==> config.mk <==
export PLATFORM = sky130hd
export DESIGN_NAME = queue_starve_guard
export DESIGN_NICKNAME = d
export VERILOG_FILES = /design/src/rtl/starve_pkg.sv /design/src/rtl/starve_timer.sv /design/src/rtl/run_budget.sv /design/src/rtl/queue_starve_guard.sv
export SDC_FILE = /design/constraint.sdc
export NUM_CORES = 1
export LEC_CHECK = 0
export BUFFER_PORTS_ARGS = -buffer_cell sky130_fd_sc_hd__buf_4
export CELL_PAD_IN_SITES_DETAIL_PLACEMENT = 1
export CELL_PAD_IN_SITES_GLOBAL_PLACEMENT = 1
export CORE_MARGIN = 1
export CORE_UTILIZATION = 48
export CTS_BUF_LIST = sky130_fd_sc_hd__clkbuf_2 sky130_fd_sc_hd__clkbuf_4 sky130_fd_sc_hd__clkbuf_8
export DETAILED_ROUTE_END_ITERATION = 8
export PLACE_DENSITY_LB_ADDON = 0.1
export SYNTH_ARGS = -nofsm -noshare
export SYNTH_HDL_FRONTEND = slang
export SYNTH_SLANG_ARGS = --single-unit
==> constraint.sdc <==
create_clock -name clk -period 4 [get_ports clk]
set_input_delay 0.2 -clock clk [delete_from_list [all_inputs] [get_ports clk]]
set_output_delay 0.2 -clock clk [all_outputs]
set_load 0.1 [all_outputs]
==> src/rtl/starve_pkg.sv <==
package starve_pkg;
  parameter int NUM_QUEUES = 3;
  parameter int LIMIT_BITS = 16;
  parameter int RUN_BITS   = 8;
  parameter int PEND_BITS  = 7;

  typedef enum logic [1:0] {
    Q_HPR = 2'd0,
    Q_LPR = 2'd1,
    Q_WR  = 2'd2
  } queue_id_e;
endpackage

==> src/rtl/starve_timer.sv <==
module starve_timer #(
  parameter int LIMIT_W = 16,
  parameter int PEND_W  = 7
) (
  input  logic               clk,
  input  logic               rst_n,
  input  logic [PEND_W-1:0]  pend,
  input  logic               svc,
  input  logic [LIMIT_W-1:0] lim,
  input  logic               crit,
  output logic               trip
);
  logic [LIMIT_W-1:0] cnt;
  logic               starved;
  logic               armed;

  assign starved = (pend != '0) && !svc;
  assign armed   = (lim != '0);
  assign trip    = starved && armed && !crit && (cnt == lim - 1'b1);

  always_ff @(posedge clk or negedge rst_n) begin
    if (!rst_n)
      cnt <= '0;
    else if (!starved || !armed || crit || trip)
      cnt <= '0;
    else
      cnt <= cnt + 1'b1;
  end


  restart_on_service_chk: assert property (@(posedge clk) disable iff (!rst_n)
    (svc || pend == '0) |=> (cnt == '0));


  hold_while_critical_chk: assert property (@(posedge clk) disable iff (!rst_n)
    crit |-> (cnt == '0));


  no_trip_when_off_chk: assert property (@(posedge clk) disable iff (!rst_n)
    (lim == '0) |-> !trip);
endmodule

==> src/rtl/run_budget.sv <==
module run_budget #(
  parameter int RUN_W  = 8,
  parameter int PEND_W = 7
) (
  input  logic              clk,
  input  logic              rst_n,
  input  logic              trip,
  input  logic [PEND_W-1:0] pend,
  input  logic              svc,
  input  logic [RUN_W-1:0]  run_len,
  output logic              crit
);
  localparam int CMP_W = (RUN_W > PEND_W) ? RUN_W : PEND_W;

  function automatic logic [RUN_W-1:0] quota_of(input logic [RUN_W-1:0] run,
                                                input logic [PEND_W-1:0] avail);
    logic [CMP_W-1:0] r_ext;
    logic [CMP_W-1:0] a_ext;
    r_ext = CMP_W'(run);
    a_ext = CMP_W'(avail);
    return (a_ext < r_ext) ? RUN_W'(a_ext) : run;
  endfunction

  logic [RUN_W-1:0] rem;
  logic             finish;

  assign finish = (pend == '0) || (rem == '0) || (svc && rem == RUN_W'(1));

  always_ff @(posedge clk or negedge rst_n) begin
    if (!rst_n) begin
      crit <= 1'b0;
      rem  <= '0;
    end else if (trip) begin
      crit <= 1'b1;
      rem  <= quota_of(run_len, pend);
    end else if (crit) begin
      if (finish) begin
        crit <= 1'b0;
        rem  <= '0;
      end else if (svc) begin
        rem <= rem - 1'b1;
      end
    end
  end


  rise_needs_trip_chk: assert property (@(posedge clk) disable iff (!rst_n)
    $rose(crit) |-> $past(trip));


  empty_quota_pulse_chk: assert property (@(posedge clk) disable iff (!rst_n)
    (crit && rem == '0 && !trip) |=> !crit);


  drained_clears_chk: assert property (@(posedge clk) disable iff (!rst_n)
    (crit && pend == '0) |=> !crit);


  fall_reason_chk: assert property (@(posedge clk) disable iff (!rst_n)
    $fell(crit) |-> $past(pend == '0 || rem <= RUN_W'(1)));
endmodule

==> src/rtl/queue_starve_guard.sv <==
module queue_starve_guard #(
  parameter int NUM_Q   = starve_pkg::NUM_QUEUES,
  parameter int LIMIT_W = starve_pkg::LIMIT_BITS,
  parameter int RUN_W   = starve_pkg::RUN_BITS,
  parameter int PEND_W  = starve_pkg::PEND_BITS
) (
  input  logic                          clk,
  input  logic                          rst_n,
  input  logic [NUM_Q-1:0][PEND_W-1:0]  pend_cnt,
  input  logic [NUM_Q-1:0]              svc_pulse,
  input  logic [NUM_Q-1:0][LIMIT_W-1:0] starve_limit,
  input  logic [NUM_Q-1:0][RUN_W-1:0]   run_length,
  output logic [NUM_Q-1:0]              critical
);
  logic [NUM_Q-1:0] trip_w;

  for (genvar q = 0; q < NUM_Q; q++) begin : g_queue
    starve_timer #(.LIMIT_W(LIMIT_W), .PEND_W(PEND_W)) u_timer (
      .clk   (clk),
      .rst_n (rst_n),
      .pend  (pend_cnt[q]),
      .svc   (svc_pulse[q]),
      .lim   (starve_limit[q]),
      .crit  (critical[q]),
      .trip  (trip_w[q])
    );

    run_budget #(.RUN_W(RUN_W), .PEND_W(PEND_W)) u_budget (
      .clk     (clk),
      .rst_n   (rst_n),
      .trip    (trip_w[q]),
      .pend    (pend_cnt[q]),
      .svc     (svc_pulse[q]),
      .run_len (run_length[q]),
      .crit    (critical[q])
    );
  end


  reset_quiet_chk: assert property (@(posedge clk) $rose(rst_n) |-> (critical == '0));
endmodule

Yosys cells after proc, flatten, opt, wreduce, memory -nomap -nowiden --
Cells that the tools add are included.
Storage, ports and cells: input bits 98, output and inout bits 3, register bits 75
Cells by class: muxes and demuxes 27, order comparisons 3, eq/ne operators 6, reduce and logical (&&, ||, !) cells 63, $add $sub $neg 9
Operator list (number):
- two-way mux 8 bit | 15
- adder 16 x 1 -> 16 bit, second input constant | 3
- equality test 16 bit | 3
- two-way mux 16 bit | 3
- nonzero test 16 bit | 3
- subtractor 16 x 1 -> 16 bit, second input constant | 3
- equality test 8 x 1 -> 1 bit, second input constant | 3
- zero test 8 bit | 3
- < comparator 7 x 8 -> 1 bit | 3
- subtractor 8 x 1 -> 8 bit, second input constant | 3
- zero test 7 bit | 3
- nonzero test 7 bit | 3
- logical AND 1 bit | 15
- logical OR 1 bit | 15
- zero test 1 bit | 12
- two-way mux 1 bit | 9
- nonzero test 3 bit | 3
- AND reduction 2 bit | 3
- nonzero test 2 bit | 3

Depth between registers and ports, before layout --
Gate-level depths: netlist of the first run.
depth after elaboration 7, depth in mapped cells 10, mapped depth without buffers 9

By module --
From an unflattened synthesis of the first run, not the netlist that was laid out.
Unflattened totals: cell total of the unflattened synthesis 856, area total of the unflattened synthesis 7025.5 um^2
By module, submodules not included:
- starve_timer | cells each 174, area an instance 1413.9 um^2, instances 3
- run_budget (g_queue[0].u_budget ...) | cells each 111, area an instance 892.1 um^2, instances 2
- run_budget (g_queue[2].u_budget) | cells each 112, area an instance 999.7 um^2, instances 1

Worst setup path after synthesis of the first run --
OpenSTA, ideal clock, no wires.
path type input port to flip-flop, from input starve_limit[32] (netlist name), to register g_queue[2].u_budget.rem[0], data required time 3.921 ns, setup time 0.079 ns, arrival time 2.478 ns, buffers on the path 0, setup slack 1.442 ns, stages 9, cell sequence inv_1 -> ha_1 -> or4b_1 -> nor2_1 -> a31o_2 -> o2bb2ai_1 -> or4_4 -> nor3_4 -> mux2i_1
On the way: cells in the longest elaborated chain, start to end 6
Ends and longest elaborated chain:
- start: declaration | line queue_starve_guard.sv:11 | input logic [NUM_Q-1:0][LIMIT_W-1:0] starve_limit,
- parallel branches: the longest is 3 deep, another holds subtractor 16 x 1 -> 16 bit
- logical AND 1 bit * | line starve_timer.sv:19 | assign trip = starved && armed && !crit && (cnt == lim - 1'b1);
- nonzero test 3 bit (no line) or nonzero test 2 bit (tied branches)
- AND reduction 2 bit (no line)
- end signal: assignment | line run_budget.sv:35 | rem <= quota_of(run_len, pend);
- end signal: assignment | line run_budget.sv:41 | rem <= rem - 1'b1;
- end: declaration | line run_budget.sv:24 | logic [RUN_W-1:0] rem;
Mark *: on every way between the ends. A chain may end at the register's enable or synchronous reset.

Worst setup path after layout of the first run --
from register g_queue[2].u_budget.rem[4], to register g_queue[2].u_budget.rem[7]
On the way: cells in the longest elaborated chain, start to end 6
Ends and longest elaborated chain:
- parallel branches: the longest is 6 deep, another holds subtractor 8 x 1 -> 8 bit
Parallel ways; which one is timed is not known. The select of a mux whose other input is x is not followed.

==> impl_metrics.json, run 1 <==
{
  "ctsRootBufferMaster": "clkbuf_8",
  "cp.buffers_inverters": 0,
  "num_vias": 6230,
  "maxCapViolations": 0,
  "syn_nets": 929,
  "dp.final_hpwl_um": 14100,
  "ys_seq_area_share_pct": 28.4,
  "startpoint": "g_queue[2].u_budget.rem[4]",
  "synth_edf_count": 0,
  "cts.clk_slew.worst_paths_ns": 0.08,
  "ys_async_sr_fraction_pct": 100,
  "num_antenna_cells": 0,
  "clock_latency_ns": 0.36,
  "violations": "hold timing",
  "dominantRegCellSynth": "dfrtp_1",
  "avgRoutedWirePerCell_um": 16.6,
  "antenna_found_initial": 0,
  "fin_nets": 1024,
  "ys_types": 61,
  "crit_cells": 6,
  "io_pins": 101,
  "synth_area_leaders": "dfrtp_1, xnor2_1, ha_1",
  "power_density_nw_per_um2": 223,
  "grt_setup_unrepaired": "no",
  "hold_viol": 9,
  "syn_area_per_cell_um2": 8.32,
  "total_power_uw": 1720,
  "drc": 0,
  "tightest_slew_ns": 1.03,
  "cts_sinks": 75,
  "yosys_warnings": 0,
  "layout_commonest_cell": "buf_4",
  "syn_area_um2": 6620,
  "worstSetupEndpointType": "flip-flop",
  "post_dp_cell_area_um2": 7530,
  "drt_first_pass_iters": 4,
  "utilization_pct": 57.7,
  "cts_resized": 0,
  "htree_num_levels": 3,
  "place_inst": 1055,
  "initial_utilization_pct": 49.6,
  "min_period_over_period_pct": 70.1,
  "reg2reg_to": "g_queue[2].u_budget.rem[7]",
  "max_freq_mhz": 356,
  "most-common-layout-cells": "buf_4, nor2_1, dfrtp_1, xnor2_1, xor2_1",
  "num_rows": 42,
  "cts_buffer_depth": 2,
  "fillCellCount": 1624,
  "syn_inst": 795,
  "postCtsSetupBuffers": 0,
  "leakagePower_uw": 0.00340,
  "fin_hold_ws_ns": -0.0292,
  "die_w_um": 119,
  "synth_area_leader_cell": "dfrtp_1",
  "viasPerCell": 5.82,
  "relSlewSlack_pct": 30.4,
  "first_global_vias": 6730,
  "postCtsHoldBufs": 0,
  "timing.rr.start": "g_queue[2].u_budget.rem[4]",
  "rrSetupSlack_ns": 1.19,
  "synth_top_area_share_pct": 28.4,
  "synth_seq_cells": 75,
  "critPathSlowestCell": "or4_1",
  "gr-total-overflow": 0,
  "first_iter_violations": 257,
  "crit_required_ns": 4.29,
  "cts_buffers": 9,
  "start_kind": "flip-flop",
  "drt.antenna.violating_nets": 0,
  "min_path_type": "input port to asynchronous set/reset pin",
  "ir_drop_mv": 0.160,
  "max_stage_delay_ns": 0.50,
  "cp.arrival_ns": 3.10,
  "grt_max_degree": 76,
  "slew_viol_final": 0,
  "dieArea_um2": 14300,
  "finalSetupViolations": 0,
  "cts_tree": "yes",
  "fin_area_um2": 7700,
  "grt_pass1_wl_um": 30400,
  "crit_chain": "or3_1 -> nor4bb_1 -> o21ai_0 -> or2_2 -> or4_1 -> a21oi_1",
  "skew_ns": 0.0110,
  "place.gp.congestion": 0.866,
  "worstSetupPathType": "flip-flop to flip-flop",
  "drt_wl_total_um": 17800,
  "grt_usage_pct": 26.0,
  "outcome": "complete, but fails checks",
  "min_period_ns": 2.81,
  "r2r_cells": 6,
  "die_y_um": 119,
  "tns_ns": 0,
  "area_growth_pct": 16.4,
  "io_buffers": 100,
  "core_um2": 13300,
  "path_max_fanout": 11,
  "drive_gt1_share_pct": 15.8,
  "crit_family": "simple AND/OR/NAND/NOR gates",
  "endpoint": "g_queue[2].u_budget.rem[7]",
  "final_cells": 1071
}
worst min path at each step:
stage	to	cells past startpoint
CTS	g_queue[0].u_timer.cnt[13]	1
detailed placement	g_queue[0].u_timer.cnt[13]	1
finish	g_queue[0].u_timer.cnt[13]	1
floorplan	g_queue[0].u_budget.crit	0
global placement	g_queue[0].u_timer.cnt[13]	1
global route	g_queue[0].u_timer.cnt[13]	1
stage by stage:
step / setup WS [ns] / hold slack (ns)
floorplan: 1.44 / -0.0956
global placement: 1.03 / 0.398
detailed placement: 0.857 / 0.414
CTS: 1.21 / 0.0174
global route: 1.01 / 0.0607
finish: 1.19 / -0.0292
layout make-up:
class	count	area, um^2	share of cell area [%]
Clock inverter	5	28.8	0.374
Timing Repair Buffer	105	788	10.2
Sequential cell	75	1880	24.4
Clock buffer	11	145	1.88
Tap cell	176	220	2.86
Inverter	44	165	2.14
Multi-Input combinational cell	655	4480	58.1
cell usage after synthesis (4+ instances only):
cell      instances
nor3b_1           5
nand4_1           5
nand2_1          45
or3_1             6
xor2_1           49
nor4_1           13
nand3_1          42
nand3b_1         11
a311oi_1         14
a31oi_1           4
o21ai_0          28
a22o_1            7
or2_2             6
nor2_1           89
o31a_1            6
o21bai_1          7
clkbuf_1         15
xnor2_1          56
ha_1             36
a21oi_1          31
mux2i_1          29
a21o_1           10
and3_1           16
o31ai_1           7
dfrtp_1          75
nor2b_1           8
nand2b_1          8
or4_1            11
o311ai_0          7
nor3_1           46
a22oi_1           5
inv_1            44
flip-flops by register name (all words and copies together) (netlist names):
signal and flops:
g_queue.u_budget.crit 3, g_queue.u_budget.rem 24, g_queue.u_timer.cnt 48
metal layers:
metal	track usage (%)	up-vias	part of all wire, %
met5	0	-	0
met4	7.73	0	1.3
met3	2.97	16	2.2
met2	49.8	86	54
met1	29.8	3064	43
li1	-	3064	-
power by group:
part           internal (uW)  switching [uW]  leakage [uW]  total, uW
logic                    181             214       0.00227        395
registers                766            16.7       0.00104        783
clock network            246             295     0.0000963        541
cells by family after synthesis:
kind of cell,count (synthesis),synth area share (%)
adders and majority gates,36,6.81
and+or+nand+nor,334,26.6
xor gates and xnor gates,105,13.9
AOI/OAI and AO/OA,148,15.4
DFF,75,28.4
buffers and inverters,65,4.01
muxes,32,4.90
worst register-to-register path, cell delays in order, from the launching register on:
cell and delay, ns:
dfrtp_1 0.45, or3_1 0.45, nor4bb_1 0.31, o21ai_0 0.38, or2_2 0.49, or4_1 0.50, a21oi_1 0.16
(Power assumes the default switching activity.)
==> run 2: changes to the inputs <==
--- a/config.mk
+++ b/config.mk
@@ -5,11 +5,12 @@
 export SDC_FILE = /design/constraint.sdc
 export NUM_CORES = 1
 export LEC_CHECK = 0
+export ABC_AREA = 1
 export BUFFER_PORTS_ARGS = -buffer_cell sky130_fd_sc_hd__buf_4
 export CELL_PAD_IN_SITES_DETAIL_PLACEMENT = 1
 export CELL_PAD_IN_SITES_GLOBAL_PLACEMENT = 1
 export CORE_MARGIN = 1
-export CORE_UTILIZATION = 48
+export CORE_UTILIZATION = 38
 export CTS_BUF_LIST = sky130_fd_sc_hd__clkbuf_2 sky130_fd_sc_hd__clkbuf_4 sky130_fd_sc_hd__clkbuf_8
 export DETAILED_ROUTE_END_ITERATION = 8
 export PLACE_DENSITY_LB_ADDON = 0.1
==> constraint.sdc (replaced) <==
create_clock -name clk -period 2.49 [get_ports clk]
set_input_delay 0.1245 -clock clk [delete_from_list [all_inputs] [get_ports clk]]
set_output_delay 0.1245 -clock clk [all_outputs]
set_load 0.1 [all_outputs]
==> impl_metrics.json, run 2 <==
{
  "first_iter_violations": 247,
  "syn_area_um2": 7620,
  "cts_buffers": 9,
  "start_kind": "flip-flop",
  "drt_wl_total_um": 22600,
  "skew_ns": 0.0140,
  "tns_ns": 0,
  "synth_seq_cells": 75,
  "gr-total-overflow": 0,
  "power_density_nw_per_um2": 340,
  "cts_sinks": 75,
  "total_power_uw": 3040,
  "grt_usage_pct": 22.8,
  "dp.final_hpwl_um": 18700,
  "die_y_um": 144,
  "io_pins": 101,
  "synth_top_area_share_pct": 24.6,
  "synth_most_common_cell": "nand2_1",
  "avgRoutedWirePerCell_um": 14.2,
  "slew_viol_final": 0,
  "postCtsSetupBuffers": 0,
  "path_max_fanout": 6,
  "grt_pass1_wl_um": 37100,
  "num_rows": 51,
  "synth_compound_area_share_pct": 4.04,
  "synth_area_leader_cell": "dfrtp_1",
  "yosys_warnings": 0,
  "max_freq_mhz": 469,
  "drt_first_pass_iters": 4,
  "layout_commonest_cell": "nand2_1",
  "cts_buffer_depth": 2,
  "die_w_um": 144,
  "min_path_type": "input port to flip-flop",
  "hold_viol": 0,
  "outcome": "complete, no violations",
  "initial_utilization_pct": 38.9,
  "num_vias": 7819,
  "synth_top_family_by_area": "simple AND/OR/NAND/NOR gates",
  "drive_gt1_share_pct": 14.1,
  "ys_async_sr_fraction_pct": 100,
  "viasPerCell": 4.91,
  "worstSetupPathType": "flip-flop to flip-flop",
  "syn_nets": 1343,
  "htree_num_levels": 3,
  "grt_max_degree": 45,
  "synthAdderAreaFrac_pct": 5.91,
  "fillCellCount": 2691,
  "synth_edf_count": 0,
  "core_um2": 19600,
  "area_growth_pct": 17.4,
  "ys_seq_area_share_pct": 24.6,
  "syn_inst": 1209,
  "crit_required_ns": 2.73,
  "min_period_over_period_pct": 85.7,
  "yosys-top-cells-count": "nand2_1, nor2_1, inv_1",
  "dieArea_um2": 20600,
  "cts.clk_slew.worst_paths_ns": 0.09,
  "drc": 0,
  "place.gp.congestion": 0.855,
  "largest_reg_flops": 48,
  "finalSetupViolations": 0,
  "antenna_found_initial": 0,
  "syn_area_per_cell_um2": 6.30,
  "num_antenna_cells": 0,
  "synth_area_leaders": "dfrtp_1, nand2_1, nor2_1",
  "synth-simple-area-share_pct": 48.3,
  "fin_nets": 1455,
  "reg_top3": "g_queue.u_timer.cnt: 48 flops, g_queue.u_budget.rem: 24 flops, g_queue.u_budget.crit: 3 flops",
  "leakagePower_uw": 0.00468,
  "worstSetupEndpointType": "flip-flop",
  "synth_xor_area_share_pct": 8.50,
  "cp.arrival_ns": 2.37,
  "ctsRootBufferMaster": "clkbuf_8",
  "ir_drop_mv": 0.221,
  "top_register": "g_queue.u_timer.cnt",
  "ys_types": 45,
  "io_buffers": 100,
  "clock_latency_ns": 0.37,
  "min_period_ns": 2.13,
  "maxCapViolations": 0,
  "drt.antenna.violating_nets": 0,
  "synth.area.mux_share_pct": 0,
  "dominantRegCellSynth": "dfrtp_1",
  "most-common-layout-cells": "nand2_1, nor2_1, inv_1, nand3_1, buf_4",
  "cts_tree": "yes",
  "tightest_slew_ns": 0.634,
  "grt_setup_unrepaired": "no",
  "first_global_vias": 7944,
  "relSlewSlack_pct": 57.7
}
## run 2: kinds of logic (layout without fill, tap and decap cells)
| group | count (synthesis) | after routing |
|---|---|---|
| adders and majority gates | 36 | 36 |
| xor gates and xnor gates | 74 | 74 |
| DFF | 75 | 75 |
| buffers and inverters | 162 | 279 |
| and+or+nand+nor | 807 | 807 |
| AOI/OAI and AO/OA | 55 | 55 |
## run 2: path summary, 6_finish.rpt
path,start,cells past startpoint,to,slack [ns]
worst max-delay path,g_queue[0].u_timer.cnt[2],10,g_queue[0].u_timer.cnt[13],0.36
worst min-delay path,svc_pulse[0],4,g_queue[0].u_budget.rem[0],0.16
worst max register to register,g_queue[0].u_timer.cnt[2],10,g_queue[0].u_timer.cnt[13],0.36
worst min register to register,g_queue[2].u_budget.rem[6],2,g_queue[2].u_budget.rem[6],0.51
max in group asynchronous,rst_n,3,g_queue[2].u_timer.cnt[8],1.58
min in group asynchronous,rst_n,2,g_queue[0].u_budget.rem[7],0.27
## run 2: worst max-delay path: stages (launching register included)
cell,delay [ns]
dfrtp_1,0.47
nand3_1,0.17
nor3_1,0.25
nand2_1,0.14
nor2_2,0.16
nand2_1,0.10
nor3_1,0.23
nand2_1,0.16
nor2_1,0.14
xnor2_1,0.13
nor2_1,0.05
## run 2: stage by stage
stage | worst slack (ns) | hold WS, ns | instances | utilization, % | area [um^2]
final | 0.357 | 0.156 | 1591 | 45.7 | 8950
after global routing | 0.0921 | 0.176 | 1591 | 45.7 | 8950
after CTS | 0.348 | 0.130 | 1591 | 45.7 | 8940
after detailed placement | 0.236 | 0.131 | 1574 | 44.4 | 8700
after global placement | 0.338 | 0.129 | 1574 | 44.4 | 8700
after floorplan | 0.693 | -0.171 | 1209 | - | 7620
## run 2: power by group
part           internal [uW]  total [uW]  switching, uW
sequential              1230        1240           15.4
combinational            271         658            386
clock                    647        1140            496
total                   2150        3040            898
## run 2: what timing repair did
item | in CTS | in global routing
gates resized for setup | 0 | 1
endpoints found under the setup margin | 0 | 1
hold buffers | 1 | 0
hold endpoints to repair | 31 | 0
## run 2: final cells by class
class | count | area (um^2) | share of cell area [%]
timing repair buffer | 110 | 841 | 9.39
sequential | 75 | 1880 | 21.0
tap | 265 | 332 | 3.70
clock inverter | 3 | 68.8 | 0.769
inverter | 153 | 574 | 6.42
multi-input combinational | 972 | 5090 | 56.9
clock buffer | 13 | 166 | 1.86
## run 2: layer usage
layer / vias to the layer above / GRT usage, % / share of wire (%)
met1: 3656 / 29.0 / 48
met2: 99 / 40.1 / 48
li1: 4052 / - / -
met5: - / 0 / 0
met3: 12 / 4.30 / 3.8
met4: 0 / 4.09 / 0.86
==> run 3: changes to the inputs <==
--- a/config.mk
+++ b/config.mk
@@ -10,7 +10,7 @@
 export CELL_PAD_IN_SITES_DETAIL_PLACEMENT = 1
 export CELL_PAD_IN_SITES_GLOBAL_PLACEMENT = 1
 export CORE_MARGIN = 1
-export CORE_UTILIZATION = 38
+export CORE_UTILIZATION = 46
 export CTS_BUF_LIST = sky130_fd_sc_hd__clkbuf_2 sky130_fd_sc_hd__clkbuf_4 sky130_fd_sc_hd__clkbuf_8
 export DETAILED_ROUTE_END_ITERATION = 8
 export PLACE_DENSITY_LB_ADDON = 0.1
==> constraint.sdc (replaced) <==
create_clock -name clk -period 2.55 [get_ports clk]
set_input_delay 0.1275 -clock clk [delete_from_list [all_inputs] [get_ports clk]]
set_output_delay 0.1275 -clock clk [all_outputs]
set_load 0.1 [all_outputs]
==> impl_metrics.json, run 3 (synthesis results as in run 2) <==
{
  "min_path_type": "input port to flip-flop",
  "num_vias": 7945,
  "drt_wl_total_um": 22600,
  "antenna_found_initial": 0,
  "ctsRootBufferMaster": "clkbuf_8",
  "relSlewSlack_pct": 32.4,
  "min-delay-start": "svc_pulse[2]",
  "place.gp.congestion": 0.838,
  "crit_chain": "ha_1 -> nand4_1 -> nor2_1 -> nand2_1 -> nor3_1 -> inv_1 -> nor3_1 -> inv_1 -> o21ai_0 -> nand2_1 -> nor2_1",
  "clock_latency_ns": 0.37,
  "cts_resized": 0,
  "cts_buffers": 9,
  "io_pins": 101,
  "dieArea_um2": 17100,
  "ir_drop_mv": 0.321,
  "drt.antenna.violating_nets": 0,
  "clock_power_share_pct": 33.8,
  "tightest_slew_ns": 1.01,
  "grt_pass1_wl_um": 37700,
  "hold_viol": 0,
  "skew_ns": 0.0147,
  "gr-total-overflow": 0,
  "layout_commonest_cell": "nand2_1",
  "power_density_nw_per_um2": 318,
  "cts_tree": "yes",
  "first_iter_violations": 371,
  "io_buffers": 100,
  "cts_sinks": 75,
  "cp.buffers_inverters": 2,
  "startpoint": "g_queue[0].u_timer.cnt[0]",
  "slew_viol_final": 0,
  "p_switching_uw": 864,
  "worstSetupPathType": "flip-flop to flip-flop",
  "maxCapViolations": 0,
  "finalSetupViolations": 0,
  "swShare_pct": 30.7,
  "cts.clk_slew.worst_paths_ns": 0.08,
  "min_period_ns": 2.16,
  "num_antenna_cells": 0,
  "num_rows": 46,
  "drt_first_pass_iters": 4,
  "initial_utilization_pct": 47.6,
  "fin_hold_ws_ns": 0.183,
  "tns_ns": 0,
  "timing.rr.start": "g_queue[0].u_timer.cnt[0]",
  "top_register": "g_queue.u_timer.cnt",
  "worstSetupEndpointType": "flip-flop",
  "dp.final_hpwl_um": 18500,
  "die_w_um": 131,
  "area_growth_pct": 15.9,
  "htree_num_levels": 3,
  "max_freq_mhz": 463,
  "die_y_um": 131,
  "start_kind": "flip-flop",
  "avgRoutedWirePerCell_um": 14.7,
  "fin_nets": 1455,
  "drive_gt1_share_pct": 14.0,
  "path_max_fanout": 4,
  "cp.arrival_ns": 2.45,
  "min_period_over_period_pct": 84.8,
  "cts_buffer_depth": 2,
  "pwr-share-comb_pct": 23.0,
  "p_int_uw": 1950,
  "crit_family": "simple AND/OR/NAND/NOR gates",
  "viasPerCell": 5.16,
  "max_stage_delay_ns": 0.42,
  "leakagePower_uw": 0.00466,
  "first_global_vias": 8164,
  "most-common-layout-cells": "nand2_1, nor2_1, inv_1, nand3_1, buf_4",
  "core_um2": 16000,
  "critPathSlowestCell": "dfrtp_1",
  "drc": 0,
  "crit_required_ns": 2.84,
  "outcome": "complete, no violations",
  "grt_setup_unrepaired": "no",
  "seqPwrFrac_pct": 43.2,
  "largest_reg_flops": 48,
  "grt_max_degree": 76,
  "reg_top3": "g_queue.u_timer.cnt: 48 flops, g_queue.u_budget.rem: 24 flops, g_queue.u_budget.crit: 3 flops",
  "grt_usage_pct": 28.0
}
-- run 3: per-layer routing --
layer	global-route usage, %	up-vias	share of wire, %
met5	0	-	0
met4	6.90	0	1.7
met3	3.91	27	2.4
met2	50.7	106	50
met1	34.8	3768	46
li1	-	4044	-
-- run 3: layout make-up --
| type | instances | area (um^2) |
|---|---|---|
| Clock inverter | 4 | 51.3 |
| Timing Repair Buffer | 110 | 828 |
| Fill cell | 2290 | 7170 |
| Multi-Input combinational cell | 972 | 5090 |
| Sequential cell | 75 | 1880 |
| Tap cell | 216 | 270 |
| Clock buffer | 11 | 145 |
| Inverter | 153 | 574 |
-- run 3: path summary, 6_finish.rpt --
| path | depth (start not counted) | to | slack (ns) |
|---|---|---|---|
| max in group asynchronous | 2 | g_queue[2].u_timer.cnt[11] | 1.42 |
| worst min register to register | 2 | g_queue[2].u_budget.rem[6] | 0.52 |
| worst max-delay path | 11 | g_queue[0].u_timer.cnt[12] | 0.39 |
| worst min-delay path | 4 | g_queue[2].u_budget.rem[5] | 0.18 |
| worst max register to register | 11 | g_queue[0].u_timer.cnt[12] | 0.39 |
| min in group asynchronous | 2 | g_queue[1].u_timer.cnt[1] | 0.47 |
-- run 3: worst reg2reg max path, stage by stage, from the launching register on --
cell and delay, ns:
dfrtp_1 0.42, ha_1 0.22, nand4_1 0.14, nor2_1 0.17, nand2_1 0.10, nor3_1 0.22
inv_1 0.11, nor3_1 0.30, inv_1 0.11, o21ai_0 0.16, nand2_1 0.06, nor2_1 0.09
-- run 3: power by group through the flow --
stage	Combinational (uW)	Sequential, uW	Clock (uW)
after global placement	625	1240	0
after CTS	654	1220	973
after floorplan	359	1230	0
after global routing	730	1220	1030
final	646	1210	951
after detailed placement	647	1240	0
-- run 3: stage by stage --
| step | setup slack [ns] | cell area [um^2] | power [uW] | cells | util (%) |
|---|---|---|---|---|---|
| 6_report | 0.389 | 8830 | 2810 | 1541 | 55.2 |
| 5_1_grt | 0.0758 | 8830 | 2970 | 1541 | 55.2 |
| 4_1_cts | 0.361 | 8830 | 2840 | 1541 | 55.2 |
| 3_5_place_dp | 0.311 | 8630 | 1890 | 1525 | 53.9 |
| 3_3_place_gp | 0.362 | 8630 | 1860 | 1525 | 53.9 |
| 2_1_floorplan | 0.753 | 7620 | 1590 | 1209 | - |
-- run 3: repair_timing --
item / CTS / global route
hold buffers: 1 / 0
hold endpoints to repair: 75 / 0
buffers inserted: 0 / 0
